==> src/rtl/fifo_out_pkg.sv <==
package fifo_out_pkg;
  typedef enum logic {
    MODE_PAR = 1'b0,
    MODE_SER = 1'b1
  } xfer_mode_e;
endpackage

==> src/rtl/fifo_out_sync.sv <==
module fifo_out_sync #(
  parameter int WIDTH = 1,
  parameter int STAGES = 2,
  parameter logic [WIDTH-1:0] RST_VAL = '0
) (
  input  logic             clk,
  input  logic             rst,
  input  logic [WIDTH-1:0] d,
  output logic [WIDTH-1:0] q
);
  logic [WIDTH-1:0] st [STAGES];

  for (genvar i = 0; i < STAGES; i++) begin : g_stage
    if (i == 0) begin : g_first
      always_ff @(posedge clk) begin
        if (rst) st[i] <= RST_VAL;
        else     st[i] <= d;
      end
    end else begin : g_next
      always_ff @(posedge clk) begin
        if (rst) st[i] <= RST_VAL;
        else     st[i] <= st[i-1];
      end
    end
  end

  assign q = st[STAGES-1];
endmodule

==> src/rtl/fifo_out_ctrl.sv <==
module fifo_out_ctrl
  import fifo_out_pkg::*;
#(
  parameter int WIDTH = 4
) (
  input  logic       clk,
  input  logic       rst,
  input  logic       top_s,
  input  logic       tos_n_s,
  input  logic       sclk_s,
  input  logic       mr_s,
  input  logic       msel_s,
  input  logic       stack_valid,
  output logic       load,
  output logic       shift,
  output logic       held,
  output xfer_mode_e mode,
  output logic       master
);
  localparam int CW = $clog2(WIDTH + 1);
  localparam logic [CW-1:0] LAST = CW'(WIDTH - 1);

  logic          sclk_d;
  logic          sclk_fall;
  logic [CW-1:0] cnt;

  assign sclk_fall = sclk_d & ~sclk_s;
  assign load  = ~rst & ~mr_s & top_s & ~held & stack_valid;
  assign shift = ~mr_s & held & (mode == MODE_SER) & sclk_fall;

  always_ff @(posedge clk) begin
    if (rst) begin
      sclk_d <= 1'b0;
      held   <= 1'b0;
      mode   <= MODE_PAR;
      cnt    <= '0;
      master <= 1'b1;
    end else begin
      sclk_d <= sclk_s;
      if (mr_s) begin
        held   <= 1'b0;
        mode   <= MODE_PAR;
        cnt    <= '0;
        master <= msel_s;
      end else if (load) begin
        held <= 1'b1;
        mode <= tos_n_s ? MODE_PAR : MODE_SER;
        cnt  <= '0;
      end else if (held) begin
        if (mode == MODE_PAR) begin
          if (!top_s) held <= 1'b0;
        end else if (shift) begin
          if (cnt == LAST) begin
            held <= 1'b0;
            cnt  <= '0;
          end else begin
            cnt <= cnt + 1'b1;
          end
        end
      end
    end
  end
endmodule

==> src/rtl/fifo_out_shreg.sv <==
module fifo_out_shreg #(
  parameter int WIDTH = 4
) (
  input  logic             clk,
  input  logic             rst,
  input  logic             load,
  input  logic             shift,
  input  logic [WIDTH-1:0] din,
  output logic [WIDTH-1:0] q
);
  always_ff @(posedge clk) begin
    if (rst)        q <= '0;
    else if (load)  q <= din;
    else if (shift) q <= {1'b0, q[WIDTH-1:1]};
  end
endmodule

==> src/rtl/fifo_out_stage.sv <==
module fifo_out_stage
  import fifo_out_pkg::*;
#(
  parameter int WIDTH = 4,
  parameter int SYNC_STAGES = 2
) (
  input  logic             clk,
  input  logic             rst,
  input  logic             mreset,
  input  logic             master_sel,
  input  logic             xfer_par,
  input  logic             xfer_ser_n,
  input  logic             sclk,
  input  logic             slave_en,
  input  logic             oe_n,
  input  logic             stack_valid,
  input  logic [WIDTH-1:0] stack_data,
  output logic             stack_take,
  output logic [WIDTH-1:0] par_q,
  output logic             par_q_en,
  output logic             ser_q,
  output logic             ser_q_en,
  output logic             empty_n
);
  localparam int NHI = 5;
  localparam int NLO = 2;

  logic [NHI-1:0] hi_s;
  logic [NLO-1:0] lo_s;
  logic           top_s, sclk_s, oes_s, mr_s, msel_s, tos_n_s, oe_n_s;
  logic           load, shift, held, master;
  xfer_mode_e     mode;
  logic [WIDTH-1:0] data_q;

  fifo_out_sync #(.WIDTH(NHI), .STAGES(SYNC_STAGES), .RST_VAL('0)) u_sync_hi (
    .clk(clk), .rst(rst),
    .d({xfer_par, sclk, slave_en, mreset, master_sel}),
    .q(hi_s)
  );

  fifo_out_sync #(.WIDTH(NLO), .STAGES(SYNC_STAGES), .RST_VAL('1)) u_sync_lo (
    .clk(clk), .rst(rst),
    .d({xfer_ser_n, oe_n}),
    .q(lo_s)
  );

  assign {top_s, sclk_s, oes_s, mr_s, msel_s} = hi_s;
  assign {tos_n_s, oe_n_s} = lo_s;

  fifo_out_ctrl #(.WIDTH(WIDTH)) u_ctrl (
    .clk(clk), .rst(rst),
    .top_s(top_s), .tos_n_s(tos_n_s), .sclk_s(sclk_s),
    .mr_s(mr_s), .msel_s(msel_s), .stack_valid(stack_valid),
    .load(load), .shift(shift), .held(held), .mode(mode), .master(master)
  );

  fifo_out_shreg #(.WIDTH(WIDTH)) u_shreg (
    .clk(clk), .rst(rst), .load(load), .shift(shift),
    .din(stack_data), .q(data_q)
  );

  assign stack_take = load;
  assign par_q      = data_q;
  assign ser_q      = data_q[0];
  assign ser_q_en   = held & (mode == MODE_SER);
  assign par_q_en   = ~oe_n_s & (mode == MODE_PAR);
  assign empty_n    = held & (master | oes_s);
endmodule

==> config.mk <==
export PLATFORM = sky130hd
export DESIGN_NAME = fifo_out_stage
export DESIGN_NICKNAME = d
export VERILOG_FILES = /design/src/rtl/fifo_out_pkg.sv /design/src/rtl/fifo_out_sync.sv /design/src/rtl/fifo_out_ctrl.sv /design/src/rtl/fifo_out_shreg.sv /design/src/rtl/fifo_out_stage.sv
export SDC_FILE = /design/constraint.sdc
export NUM_CORES = 1
export LEC_CHECK = 0
export BUFFER_PORTS_ARGS = -buffer_cell sky130_fd_sc_hd__clkbuf_2
export CAP_MARGIN = 20
export CORE_UTILIZATION = 50
export DETAILED_ROUTE_END_ITERATION = 8
export PLACE_DENSITY = 0.76
export SYNTH_ARGS = -nofsm -noshare
export SYNTH_HDL_FRONTEND = slang
export SYNTH_SLANG_ARGS = --single-unit
==> constraint.sdc <==
create_clock -name clk -period 1.5 [get_ports clk]
set_input_delay 0.3 -clock clk [delete_from_list [all_inputs] [get_ports clk]]
set_output_delay 0.3 -clock clk [all_outputs]
set_load 0.005 [all_outputs]
==> impl_metrics.ini <==
[clock_network]
cts_hold_buffers = 0
clk_latency_ns = 0.31
htree_num_levels = 1
cts_sinks = 25
cts-root-buf = clkbuf_4
cts_buffer_depth = 2
clk_pin_slew_ns = 0.12
cts_buffers = 3
cts_tree = yes

[floorplanning]
core_sq_um = 1727
ios = 23
initial_utilization_pct = 53.41
die-width_um = 44.95
core.rowCount = 15
die_h_um = 44.95
die_area_sq_um = 2020

[worst_hold_path]
hold_class = input pin to flip-flop

[setup_path]
cp.arrival_ns = 1.15
critPathBufInv = 2
crit_type = flip-flop to output port
worstPathRequired_ns = 1.20
cp_max_fo = 4
end_kind = output port
critPathTopFamily = flip-flops
worstPathCellList = and3b_2 -> nand2_4 -> inv_4 -> buf_6
start_kind = flip-flop
slowest_delay_ns = 0.37
cp_slowest_cell = dfxtp_4

[global_routing]
grt_pass1_vias = 688
track_usage_pct = 19.61
met3_usage_pct = 6.000
use_met1_pct = 20.60
grt_pass1_wl_um = 2732
grt_max_degree = 18
gr-max-usage-layer = met2
antenna_found_initial = 0
grt_use_met2_pct = 33.33
overflow = 0

[logic_synthesis]
synth_cells = 91
yosys.area.top_type = dfxtp_1
synth_cell_types = 29
synth_nets = 106
synthTopCellsByArea = dfxtp_1 (54%), nor2b_1 (8.1%), nand3_1 (3.8%), a311oi_1 (2.8%), o21ai_0 (2.7%)
synth-seq-area-share_pct = 54.27
synth_area_sq_um = 922.1
synth-seq-cells = 25
yosysMostFrequentCell = dfxtp_1
synth_area_per_cell_sq_um = 10.13
synthArstFlopShare_pct = 0
synth_edf_count = 0
yosysTopAreaCellShare_pct = 54.27
yosysWarningCount = 0
synth_ff_type = dfxtp_1
synth.top_cells.by_count = dfxtp_1 (25), nor2b_1 (12), nand3_1 (7), nor2_1 (6), o21ai_0 (5)

[timing]
max-slew-margin-rel_pct = 83.74
finalSetupViolCount = 0
holdWs_ns = 0.1704
tightest_slew_ns = 0.2413
skew_ns = 0.006186
rsz0062_at_grt = yes
hold_viol_final = 0
maxSlewViolCount = 0
fin_tns_setup_ns = 0
fmax_ghz = 0.6876
fin_crit_sh_pct = 96.96
min_period_ns = 1.454

[layout]
drive_gt1_share_pct = 38.14
final_util_pct = 65.72
finalNonFillerCells = 143
area_growth_pct = 23.07
num-fill-cells = 136
fin_nets = 134
design_area_sq_um = 1135
diodes = 0

[route]
vias_per_cell = 5.182
firstDrtPassIters = 4
drc_errors = 0
wire_per_inst_um = 12.31
routed_wl_um = 1760
drt_iter0_markers = 24
detail-route-antenna-nets = 0
vias = 741

[pwr]
vdd.ir_drop.worst_mv = 0.7075
leakage_uw = 0.0005216
power_density_nw_per_um2 = 931.3

[place]
dp_hpwl_um = 1192
dpl.cell_count = 135
io_buffers = 22
place_area_sq_um = 1052
place.gp.congestion = 0.9433

[run]
maxCapViolations = 0

[outcome]
run_status = completed
## worst paths after layout
check                           startpoint  depth (start not counted)                       endpoint  slack (ns)
min reg2reg  u_sync_lo.st[1][1]$_SDFF_PP1_                          1       u_ctrl.mode$_SDFFE_PP0P_        0.42
min                             xfer_ser_n                          2  u_sync_lo.st[0][1]$_SDFF_PP1_        0.17
max reg2reg         u_ctrl.held$_SDFF_PP0_                          4     u_ctrl.cnt[0]$_SDFFE_PP0P_        0.18
max                 u_ctrl.held$_SDFF_PP0_                          4                     stack_take        0.05
## where the power goes
group	internal [uW]	total (uW)	switching (uW)
Clock	104	283	180
Sequential	686	698	12.7
Combinational	40.1	75.1	35.1
## routing by layer
layer	vias up	wire [um]
li1	371	-
met1	334	752
met2	34	902
met3	2	88
met4	0	17
met5	-	0
## flip-flops by register name, indices dropped and copies added, names as in the netlist
name and flops:
u_ctrl.master 1, u_sync_lo.st 4, u_ctrl.sclk_d 1, u_ctrl.held 1, u_sync_hi.st 10, u_ctrl.cnt 3, u_shreg.q 4, u_ctrl.mode 1
## cells by family after synthesis
| kind of cell | after synthesis | share of synthesized area, % |
|---|---|---|
| AND/OR/NAND/NOR | 42 | 28.63 |
| flip-flops | 25 | 54.27 |
| AO/OA/AOI/OAI | 16 | 12.48 |
| buffers and inverters | 7 | 3.257 |
| adder cells (fa/ha/maj) | 1 | 1.357 |
## cells in the final DEF, fill, tap and decap left out, drive strengths merged
cell	count
a211o	1
a21oi	3
and4b	1
a31o	1
dfxtp	25
a211oi	1
ha	1
clkbuf	25
nor3	3
and3b	1
o21a	1
nand2	2
or4	1
a311oi	3
or2	5
o41ai	1
o21ai	5
nor2	6
nor2b	12
inv	3
buf	6
nand3b	1
and2b	1
nand3	7
nand4b	1
and2	1
## cell type report
class                   count  area [sq um]  area share (%)
multi-input cells          59         404.1           35.61
well taps                  25         31.28           2.756
flip-flops and latches     25         505.5           44.54
inverters                   3         13.76           1.213
repair buffers             27         153.9           13.56
clock buffers               4         26.28           2.315
## what timing repair did
| item | CTS | global route |
|---|---|---|
| pin swaps | 0 | 1 |
| resized for setup | 5 | 3 |
| endpoints found under the hold margin | 0 | 0 |
| setup endpoints to repair | 1 | 1 |
| buffers inserted | 3 | 1 |
## stage by stage
stage	worst slack [ns]	total power, uW
floorplan	0.2936	751.8
detailed placement	0.2071	782.8
CTS	0.01660	1070
finish	0.04564	1057
global route	-0.02335	1118
global placement	0.2337	779.4
No activity file was read; power rests on OpenSTA's default activity.
